$ cat src/rtl/oc_pkg.sv
// Shared types for the dual-channel output compare unit.
// Assumes: mode encoding is fixed by the requirements and decoded only by oc_wave.
package oc_pkg;

    typedef enum logic [1:0] {
        COM_HOLD   = 2'b00,
        COM_TOGGLE = 2'b01,
        COM_CLEAR  = 2'b10,
        COM_SET    = 2'b11
    } com_mode_e;

endpackage

$ cat src/rtl/oc_cmp_reg.sv
// Compare register with equality detector for one channel.
// Assumes: the match reflects the register value held before any write at this edge.
module oc_cmp_reg #(
    parameter int W = 8
) (
    input  logic         clk,
    input  logic         rst_n,
    input  logic         load,
    input  logic [W-1:0] din,
    input  logic [W-1:0] count,
    output logic         match
);

    logic [W-1:0] cmp_q;

    // Hold the CPU-written compare value.
    always_ff @(posedge clk) begin
        if (!rst_n)
            cmp_q <= '0;
        else if (load)
            cmp_q <= din;
    end

    // Continuous equality between the count and the stored value.
    always_comb match = (count == cmp_q);

endmodule

$ cat src/rtl/oc_flag.sv
// Compare flag bit: set by a qualified match, cleared by acknowledge or write-one.
// Assumes: set has priority over clear at the same edge.
module oc_flag (
    input  logic clk,
    input  logic rst_n,
    input  logic set,
    input  logic clr,
    output logic flag
);

    // Update the flag with set taking priority over clear.
    always_ff @(posedge clk) begin
        if (!rst_n)
            flag <= 1'b0;
        else if (set)
            flag <= 1'b1;
        else if (clr)
            flag <= 1'b0;
    end

endmodule

$ cat src/rtl/oc_wave.sv
// Waveform pin driver for one channel, acting on qualified matches only.
// Assumes: fire is already gated by the timer tick.
module oc_wave
    import oc_pkg::*;
(
    input  logic      clk,
    input  logic      rst_n,
    input  logic      fire,
    input  com_mode_e mode,
    output logic      wave
);

    logic wave_nx;

    // Choose the next pin level from the compare-output mode.
    always_comb begin
        wave_nx = wave;
        if (fire) begin
            unique case (mode)
                COM_HOLD:   wave_nx = wave;
                COM_TOGGLE: wave_nx = ~wave;
                COM_CLEAR:  wave_nx = 1'b0;
                COM_SET:    wave_nx = 1'b1;
                default:    wave_nx = wave;
            endcase
        end
    end

    // Register the pin level.
    always_ff @(posedge clk) begin
        if (!rst_n)
            wave <= 1'b0;
        else
            wave <= wave_nx;
    end

endmodule

$ cat src/rtl/oc_dual_compare.sv
// Output compare unit with NCH independent channels watching one timer count.
// Assumes: count and tick come from the same clock domain; tick marks count updates.
module oc_dual_compare
    import oc_pkg::*;
#(
    parameter int NCH   = 2,
    parameter int W     = 8,
    localparam int SEL_W = (NCH > 1) ? $clog2(NCH) : 1
) (
    input  logic             clk,
    input  logic             rst_n,
    input  logic             tick,
    input  logic [W-1:0]     count,
    input  logic             wr_en,
    input  logic [SEL_W-1:0] wr_sel,
    input  logic [W-1:0]     wr_data,
    input  logic             clr_wr,
    input  logic [NCH-1:0]   clr_mask,
    input  logic [NCH-1:0]   irq_en,
    input  logic [NCH-1:0]   irq_ack,
    input  logic [2*NCH-1:0] com_mode,
    output logic [NCH-1:0]   flag,
    output logic [NCH-1:0]   irq,
    output logic [NCH-1:0]   wave
);

    for (genvar i = 0; i < NCH; i++) begin : g_ch
        logic ld;
        logic hit;
        logic fire;
        logic clr;

        // Decode the register write, qualify the match, and gather clears.
        always_comb begin
            ld   = wr_en && (wr_sel == SEL_W'(i));
            fire = tick && hit;
            clr  = irq_ack[i] || (clr_wr && clr_mask[i]);
        end

        oc_cmp_reg #(.W(W)) u_cmp (
            .clk   (clk),
            .rst_n (rst_n),
            .load  (ld),
            .din   (wr_data),
            .count (count),
            .match (hit)
        );

        oc_flag u_flag (
            .clk   (clk),
            .rst_n (rst_n),
            .set   (fire),
            .clr   (clr),
            .flag  (flag[i])
        );

        oc_wave u_wave (
            .clk   (clk),
            .rst_n (rst_n),
            .fire  (fire),
            .mode  (com_mode_e'(com_mode[2*i +: 2])),
            .wave  (wave[i])
        );

        // Gate the flag with its interrupt enable.
        always_comb irq[i] = flag[i] && irq_en[i];
    end

endmodule

$ cat config.mk
export PLATFORM = sky130hd
export DESIGN_NAME = oc_dual_compare
export DESIGN_NICKNAME = d
export VERILOG_FILES = /design/src/rtl/oc_pkg.sv /design/src/rtl/oc_cmp_reg.sv /design/src/rtl/oc_flag.sv /design/src/rtl/oc_wave.sv /design/src/rtl/oc_dual_compare.sv
export SDC_FILE = /design/constraint.sdc
export NUM_CORES = 1
export LEC_CHECK = 0
export BUFFER_PORTS_ARGS = -buffer_cell sky130_fd_sc_hd__buf_2
export CAP_MARGIN = 20
export CELL_PAD_IN_SITES_DETAIL_PLACEMENT = 1
export CELL_PAD_IN_SITES_GLOBAL_PLACEMENT = 2
export CORE_MARGIN = 1
export CORE_UTILIZATION = 26
export CTS_CLUSTER_SIZE = 14
export DETAILED_ROUTE_END_ITERATION = 12
export PLACE_DENSITY = 0.82
export SLEW_MARGIN = 20
export SYNTH_ARGS = -nofsm -noshare
export SYNTH_HDL_FRONTEND = slang
export SYNTH_SLANG_ARGS = --single-unit
$ cat constraint.sdc
create_clock -name clk -period 1.79 [get_ports clk]
set_input_delay 0.2685 -clock clk [delete_from_list [all_inputs] [get_ports clk]]
set_output_delay 0.2685 -clock clk [all_outputs]
set_load 0.05 [all_outputs]
==> impl_metrics.yaml, run 1 <==
clocking:
  hold_buffers: 0
  post_cts_buffers: 0
  clockRootBuffer: "clkbuf_8"
  clk_pin_slew_ps: 70
  cts_buffer_depth: 2
  cts_resized: 0
  cts_sinks: 20
  cts_buffers: 3
  ctsHtreeMaxLevel: 1
  cts_tree: "done"
  clock_latency_ps: 260
worst_setup_path:
  endpoint_kind: "flip-flop"
  critPathMaxStageDelay_ps: 350
  critPathKind: "flip-flop to flip-flop"
  cp-start-kind: "flip-flop"
  critPathSlowestCell: "nor3_1"
  cp.buffers_inverters: 0
  crit_required_ps: 1930
  path_cells: "xor2_1 -> nor3_1 -> o211ai_1 -> or3b_1"
  critPathTopFamily: "simple AND/OR/NAND/NOR gates"
  crit_arrival_ps: 1580
  worstPathMaxFanout: 3
grt:
  grt_pass1_wl_um: 4420
  grt_pass1_vias: 985
  antenna_found_initial: 0
  grt_use_total_pct: 13.6
  grt_max_degree: 20
  overflow: 0
timing:
  setup_viol: 0
  relSlewSlack_pct: 75.4
  worst_pin_slew_ps: 367
  timing.final.crit_share_pct: 80.6
  rsz0062_at_grt: "no"
  finalSetupTns_ps: 0
  timing.fmax_mhz: 693
  slew_violations: 0
  final_hold_viol_count: 0
  finClkSkew_ps: 3.06
  period_needed_ps: 1440
pwr:
  internal-power_uw: 710
  combPwrFrac_pct: 21.8
  p_sw_share_pct: 29.5
  seqPwrFrac_pct: 49.3
  peakVddDrop_uv: 347
  pwr-share-clk_pct: 28.9
  p_per_area_nw_per_um2: 786
  p_sw_uw: 297
  power.static_leakage_uw: 0.000527
synth:
  syn_nets: 162
  synth_edf_count: 0
  yosysMostFrequentCell: "nand2_1"
  yosysTopAreaCell: "dfxtp_1"
  synth_area_leaders: "dfxtp_1 (39%), nand2_1 (11%), a21oi_1 (8.7%), xnor2_1 (7.6%), xor2_1 (5.9%)"
  synth_top_area_share_pct: 38.7
  ys_types: 29
  synth_cells: 130
  synth_seq_cells: 20
  synth_seq_area_share_pct: 38.7
  ys.flop_type: "dfxtp_1"
  yosys_warnings: 0
  ys_async_sr_fraction_pct: 0
  syn_area_per_cell_um2: 7.96
  synth_common_cells: "nand2_1 (30), dfxtp_1 (20), a21oi_1 (18)"
  syn-cell-area_um2: 1030
route:
  via_per_inst: 4.73
  drt-initial-drc-count: 10
  routedWlPerCell_um: 12.9
  drc: 0
  via_count: 994
  antenna_left: 0
  drtPass1Iterations: 4
  wl_um: 2700
status:
  outcome: "finished clean"
die:
  floorplan.initialDensity_pct: 27.6
  dieArea_um2: 4240
  rows: 22
  ios: 38
  core_area_um2: 3740
  die-width_um: 65.1
  dieHeight_um: 65.1
final_layout:
  utilization_pct: 34.2
  post-route-cell-area_um2: 1280
  fin_nets: 196
  insertedDiodeCount: 0
  drive_above_1_share_pct: 27.2
  area_delta_synth_final_pct: 23.8
placement:
  place_area_um2: 1240
  dp_hpwl_um: 2140
  place.gp.congestion: 0.741
  port_buffers: 37
job:
  cap_violations: 0
worst_hold_path:
  hold_class: "primary input to flip-flop"
## cell type report
cell class | instances | area, um^2
inverters | 2 | 7.51
clock buffers | 3 | 41.3
well taps | 48 | 60.1
fillers | 479 | 2460
repair buffers | 39 | 200
flip-flops and latches | 20 | 400
multi-input cells | 98 | 572
## logic make-up after synthesis
| kind of cell | share of synthesized area [%] |
|---|---|
| xor+xnor | 13.5 |
| simple gates | 28.4 |
| buf+inv | 6.04 |
| compound gates | 13.3 |
| flops | 38.7 |
## registers in the layout, indices dropped and copies added (netlist names)
| signal | count |
|---|---|
| g_ch.u_cmp.cmp_q | 16 |
| g_ch.u_wave.wave | 2 |
| g_ch.u_flag.flag | 2 |
## metal layers
layer	track usage [%]	wire, um	share of wire, %
met3	2.64	177	6.6
met5	0	0	0
met2	23.6	1240	46
met1	16.9	1250	46
met4	4.08	31	1.1
## layout by cell type (no fill, tap or decap), types with 3 or more instances in the layout
cell       n
dfxtp_1   20
xor2_1     7
clkbuf_8   3
buf_2     37
nand3_1    9
and2_1     3
xnor2_1    9
nand4_1    3
a21oi_1   18
nand2_1   30
## power groups by stage
stage	sequential, uW	clock (uW)	combinational (uW)
after global placement	505	0	218
after global routing	500	325	243
after floorplan	501	0	159
final	496	291	220
after detailed placement	507	0	223
after CTS	497	302	224
## per-stage QoR
step                      std cells  total power (uW)  hold slack [ps]  setup slack [ps]
after floorplan                 130               661              396               450
after global placement          207               723              455               336
after detailed placement        207               730              465               287
after global routing            210              1070              267               217
after CTS                       210              1020              257               343
final                           210              1010              262               348
## path summary, 6_finish.rpt
| kind | to | slack (ps) | startpoint | depth (start not counted) |
|---|---|---|---|---|
| worst min register to register | g_ch[1].u_cmp.cmp_q[1] | 470 | g_ch[1].u_cmp.cmp_q[1] | 2 |
| worst max-delay path | g_ch[1].u_wave.wave | 350 | g_ch[1].u_cmp.cmp_q[5] | 4 |
| worst min-delay path | g_ch[0].u_cmp.cmp_q[2] | 260 | wr_data[2] | 3 |
| worst max register to register | g_ch[1].u_wave.wave | 350 | g_ch[1].u_cmp.cmp_q[5] | 4 |
## worst reg2reg max path: stages, from the launching register on
cell and delay (ps):
dfxtp_1 330, xor2_1 160, nor3_1 350, o211ai_1 150, or3b_1 350
(Power assumes the default switching activity.)
==> inputs of run 2 (changes only) <==
Settings changed: ABC_AREA set to 1, CORE_UTILIZATION 26 to 22, PLACE_DENSITY 0.82 to 0.79.
Clock period 1.79 ns to 1.15 ns, I/O delays scaled along.
==> run 2 against run 1 <==
Net effect:
- core utilization shrank 3.1 points
- setup slack got worse by 300 ps
- clock skew shrank 2.2 ps
- via count increased by 8.0%
- final area grew 8.8%
- global-route usage shrank 2.0 points
- critical endpoint is now g_ch[0].u_wave.wave
==> impl_metrics.yaml, run 2 <==
clocking:
  cts_buffers: 3
  ctsHtreeMaxLevel: 1
  clock_latency_ps: 250
  clk_pin_slew_ps: 80
  cts_sinks: 20
  cts_buffer_depth: 2
  cts_tree: "done"
  clockRootBuffer: "clkbuf_8"
route:
  drtPass1Iterations: 4
  drt-initial-drc-count: 13
  routedWlPerCell_um: 10.4
  antenna_left: 0
  via_count: 1074
  wl_um: 2620
  drc: 0
  via_per_inst: 4.26
final_layout:
  final_cell_mix: "nand2_1 (38), buf_2 (35), inv_1 (25), a21oi_1 (17)"
  utilization_pct: 31.2
  largest_reg_flops: 16
  fin_nets: 233
  insertedDiodeCount: 0
  stdcell_count: 252
  largest_registers: "g_ch.u_cmp.cmp_q (16), g_ch.u_flag.flag (2), g_ch.u_wave.wave (2)"
  final_common_cell: "nand2_1"
  area_delta_synth_final_pct: 32.5
  regMostFlops: "g_ch.u_cmp.cmp_q"
  drive_above_1_share_pct: 32.0
synth:
  yosysMostFrequentCell: "nand2_1"
  synth_area_leaders: "dfxtp_1 (38%), nand2_1 (15%), inv_1 (9.6%), a21oi_1 (8.6%), o21ai_0 (7.6%)"
  synth_common_cells: "nand2_1 (41), inv_1 (27), dfxtp_1 (20)"
  synth_seq_area_share_pct: 38.0
  yosys_warnings: 0
  syn_area_per_cell_um2: 6.42
  synth_top_area_share_pct: 38.0
  synth_edf_count: 0
  synth_seq_cells: 20
  ys_types: 17
  ys.flop_type: "dfxtp_1"
  syn_nets: 196
  synth_cells: 164
  ys_async_sr_fraction_pct: 0
  yosysTopAreaCell: "dfxtp_1"
  syn-cell-area_um2: 1050
grt:
  grt_max_degree: 18
  grt_use_total_pct: 11.6
  grt_pass1_vias: 1116
  grt_pass1_wl_um: 4790
  overflow: 0
  antenna_found_initial: 0
placement:
  dp_hpwl_um: 2160
  placed_cells: 248
  dp_slack_ps: 7.37
  port_buffers: 37
  place.gp.congestion: 0.728
worst_hold_path:
  holdPathStages: 3
  min_to: "g_ch[0].u_cmp.cmp_q[4]"
  hold_class: "primary input to flip-flop"
  hold_start: "wr_data[4]"
pwr:
  power.static_leakage_uw: 0.000703
  peakVddDrop_uv: 377
  p_per_area_nw_per_um2: 1230
timing:
  period_needed_ps: 1110
  slew_violations: 0
  timing.fmax_mhz: 905
  worst_pin_slew_ps: 407
  final_hold_viol_count: 0
  rsz0062_at_grt: "yes"
  timing.final.crit_share_pct: 96.1
  relSlewSlack_pct: 72.8
  setup_viol: 0
  setup_ws_ps: 44.5
  finClkSkew_ps: 0.843
worst_setup_path:
  critPathKind: "flip-flop to flip-flop"
  critPathSlowestCell: "dfxtp_2"
  critPathMaxStageDelay_ps: 340
  worstPathMaxFanout: 3
  crit_arrival_ps: 1250
  endpoint_kind: "flip-flop"
  r2r-end: "g_ch[0].u_wave.wave"
  crit_required_ps: 1300
  reg2reg_depth: 9
  r2r_start: "g_ch[0].u_cmp.cmp_q[5]"
  path_cells: "inv_2 -> nand2_2 -> nand2_2 -> nor2_1 -> nand2_1 -> nor2_2 -> nand3_1 -> nand2_1 -> a21oi_1"
  cp-start-kind: "flip-flop"
  reg2reg_slack_ps: 40
die:
  dieHeight_um: 71.2
  die-width_um: 71.2
  dieArea_um2: 5060
  rows: 24
  ios: 38
  core_area_um2: 4470
  floorplan.initialDensity_pct: 23.5
job:
  cap_violations: 0
status:
  outcome: "finished clean"
==> run 2: cell count changes in the layout (fill, tap and decap cells not counted), moves of 6 or more <==
cell     previous run  this run
inv_1               2        25
o21ai_0             0        16
nor2_1              2        16
xnor2_1             9         0
nand2_1            30        38
dfxtp_1            20        13
dfxtp_2             0         7
nand3_1             9         3
==> run 2: final cells by class <==
cell class | count | area, um^2
Inverter | 28 | 105
Sequential cell | 20 | 409
Fill cell | 582 | 3080
Tap cell | 52 | 65.1
Multi-Input combinational cell | 109 | 526
Clock inverter | 1 | 30.0
Clock buffer | 3 | 41.3
Timing Repair Buffer | 39 | 218
==> run 2: critical path, delay by kind of cell (launching register included) <==
kind,cells,cell delay [ps]
compound gates,1,60
buf+inv,1,40
flops,1,340
simple gates,7,560
==> run 2: worst max-delay path by stage <==
| stage | cells past startpoint | start | slack [ps] | endpoint |
|---|---|---|---|---|
| floorplan | 9 | g_ch[1].u_cmp.cmp_q[5] | 190 | g_ch[1].u_wave.wave |
| finish | 9 | g_ch[0].u_cmp.cmp_q[5] | 40 | g_ch[0].u_wave.wave |
| detailed placement | 9 | g_ch[1].u_cmp.cmp_q[7] | 7 | g_ch[1].u_wave.wave |
| CTS | 9 | g_ch[1].u_cmp.cmp_q[1] | 2 | g_ch[1].u_wave.wave |
| global route | 9 | g_ch[0].u_cmp.cmp_q[5] | -70 | g_ch[0].u_wave.wave |
| global placement | 9 | g_ch[1].u_cmp.cmp_q[1] | 30 | g_ch[1].u_wave.wave |
==> run 2: per-stage QoR <==
step,cell area [um^2],setup TNS (ps),power (uW),hold slack (ps)
after floorplan,1050,0,909,307
after global placement,1290,0,1020,417
after detailed placement,1290,0,1020,427
after CTS,1360,0,1740,157
after global routing,1390,-148,1820,202
final,1390,0,1720,162
==> run 2: logic make-up after synthesis <==
| logic type | synth area share, % |
|---|---|
| simple gates | 27.7 |
| compound gates | 16.9 |
| buf+inv | 14.0 |
| flops | 38.0 |
| xor+xnor | 3.33 |
==> run 2: layer usage <==
layer  share of wire [%]  global-route usage [%]
met2                  49                    20.7
met1                  47                    14.7
met4                 1.0                    3.33
met5                   0                       0
met3                 2.6                    1.42
==> run 2: report_power, final <==
group / internal, uW / total (uW) / leakage [uW] / switching, uW
Sequential: 732 / 751 / 0.000167 / 18.9
Combinational: 113 / 261 / 0.000500 / 148
Clock: 464 / 706 / 0.0000357 / 242
Total: 1310 / 1720 / 0.000703 / 409
==> run 2: timing repair <==
action | in CTS | in global routing
hold buffers | 0 | 0
resized for setup | 2 | 17
setup endpoints to repair | 1 | 6
setup buffers | 0 | 0
pin swaps | 0 | 9
==> inputs of run 3 (changes only) <==
Settings changed: ABC_AREA 1 to not set, CORE_UTILIZATION 22 to 24, PLACE_DENSITY 0.79 to 0.8.
==> run 3 against run 2 <==
Net effect:
- critical path depth shrank 5
- combinational power grew 70%
- largest cell class unchanged
- non-clock buffer count grew 11
- the flow now finishes with violations (negative setup slack)
- core utilization grew 4.7 points
- critical endpoint unchanged
- register-to-register slack lost 300 ps
- global-route usage grew 2.8 points
- flip-flop and latch count is the same
- hold slack gained 3.9 ps
- cell count shrank 12%
- critical path type unchanged
- setup slack lost 300 ps
- largest power group unchanged
==> impl_metrics.yaml, run 3 (synthesis results as in run 1) <==
die:
  core_area_um2: 4060
  dieArea_um2: 4580
  dieHeight_um: 67.7
  floorplan.initialDensity_pct: 25.5
  ios: 38
  rows: 23
  die-width_um: 67.7
timing:
  timing.fmax_mhz: 712
  relSlewSlack_pct: 75.7
  final_hold_viol_count: 0
  setup_viol: 4
  setup_ws_ps: -254
  timing.final.crit_share_pct: 122
  worst_pin_slew_ps: 364
  rsz0062_at_grt: "yes"
  slew_violations: 0
  whs_ps: 166
  finClkSkew_ps: 2.68
  period_needed_ps: 1400
grt:
  grt_max_degree: 19
  antenna_found_initial: 0
  grt_pass1_wl_um: 4890
  overflow: 0
  grt_pass1_vias: 1120
  grt_use_total_pct: 14.5
route:
  top_layer_used: "met4"
  wl_um: 3060
  drt-initial-drc-count: 14
  wl_met3_um: 181
  wl_met1_um: 1270
  drtPass1Iterations: 2
  via_per_inst: 4.71
  antenna_left: 0
  via_count: 1050
  drc: 0
  routedWlPerCell_um: 13.7
  met2_length_um: 1610
worst_setup_path:
  critPathSlowestCell: "dfxtp_2"
  cp.buffers_inverters: 0
  crit_required_ps: 1290
  r2r_start: "g_ch[0].u_cmp.cmp_q[3]"
  cp-start-kind: "flip-flop"
  r2r-end: "g_ch[0].u_wave.wave"
  crit_arrival_ps: 1540
  critPathTopFamily: "compound AO/OA/AOI/OAI gates"
  reg2reg_depth: 4
  path_cells: "xnor2_2 -> nand4_1 -> o31a_1 -> o31a_1"
  critPathMaxStageDelay_ps: 340
  cp_common_cell: "o31a_1"
  endpoint_kind: "flip-flop"
  worstPathMaxFanout: 3
  reg2reg_slack_ps: -250
  critPathKind: "flip-flop to flip-flop"
clocking:
  cts_tree: "done"
  ctsHtreeMaxLevel: 1
  clock_latency_ps: 250
  cts_sinks: 20
  cts_buffers: 3
  hold_buffers: 0
  clk_pin_slew_ps: 70
  cts_buffer_depth: 2
  clockRootBuffer: "clkbuf_8"
final_layout:
  drive_above_1_share_pct: 42.2
  final_cell_mix: "buf_2 (34), nand2_1 (30), a21oi_1 (16), buf_4 (15), dfxtp_1 (14)"
  stdcell_count: 223
  insertedDiodeCount: 0
  fin_nets: 207
  largest_reg_flops: 16
  seq_area_um2: 408
  largest_registers: "g_ch.u_cmp.cmp_q (16), g_ch.u_flag.flag (2), g_ch.u_wave.wave (2)"
  area_delta_synth_final_pct: 40.8
  regMostFlops: "g_ch.u_cmp.cmp_q"
  final_common_cell: "buf_2"
  multi_input_area_um2: 647
  fillerInstances: 493
  post-route-cell-area_um2: 1460
worst_hold_path:
  holdPathStages: 3
  hold_class: "primary input to flip-flop"
  hold_start: "wr_data[6]"
  min_to: "g_ch[0].u_cmp.cmp_q[6]"
placement:
  port_buffers: 37
  placed_cells: 219
  place.gp.congestion: 0.788
  place_area_um2: 1340
  dp_slack_ps: -291
  dp_hpwl_um: 2480
status:
  violations: "negative setup slack"
  outcome: "finished, violations left"
job:
  cap_violations: 0
pwr:
  power.static_leakage_uw: 0.000602
  pwr-share-clk_pct: 27.0
  p_per_area_nw_per_um2: 1140
  p_sw_share_pct: 29.6
  internal-power_uw: 1170
  p_sw_uw: 490
  combPwrFrac_pct: 26.8
  peakVddDrop_uv: 688
  power.total_uw: 1660
  seqPwrFrac_pct: 46.2
==> run 3: how the worst max path moves through the flow <==
stage / from / end / depth (start not counted)
6_report: g_ch[0].u_cmp.cmp_q[3] / g_ch[0].u_wave.wave / 4
5_1_grt: g_ch[0].u_cmp.cmp_q[3] / g_ch[0].u_flag.flag / 5
4_1_cts: g_ch[0].u_cmp.cmp_q[3] / g_ch[0].u_flag.flag / 5
3_5_place_dp: count[3] / g_ch[0].u_wave.wave / 5
3_3_place_gp: count[3] / g_ch[0].u_wave.wave / 5
2_1_floorplan: g_ch[1].u_cmp.cmp_q[1] / g_ch[1].u_wave.wave / 4
==> run 3: cell type report <==
| type | count | area share (%) |
|---|---|---|
| Inverter | 2 | 0.515 |
| Clock buffer | 3 | 2.84 |
| Tap cell | 50 | 4.30 |
| Sequential cell | 20 | 28.0 |
| Multi-Input combinational cell | 98 | 44.4 |
| Timing Repair Buffer | 50 | 19.9 |
==> run 3: metrics by stage <==
stage	TNS [ps]	utilization [%]
floorplan	-193	-
global placement	-563	32.9
detailed placement	-777	32.9
CTS	-752	34.5
global route	-996	35.9
finish	-813	35.9
==> run 3: tightest hold or removal path, stage by stage <==
cell and delay [ps]:
buf_2 100, nand2_1 50, a21oi_1 50
==> run 3: timing repair <==
item,in CTS,in global routing
gates resized for setup,4,13
pin swaps,6,6
setup buffers,1,0
endpoints found under the setup margin,4,7
==> run 3: power by group through the flow <==
stage	logic [uW]	clock network, uW	registers (uW)
2_1_floorplan	251	0	782
3_3_place_gp	400	0	774
3_5_place_dp	415	0	779
4_1_cts	424	470	764
5_1_grt	483	507	769
6_report	444	447	765
==> run 3: routing by layer <==
layer  track usage, %  up-vias
li1                 -      522
met1             16.5      496
met3             2.20        2
met5                0        -
met2             28.1       30
met4             2.39        0
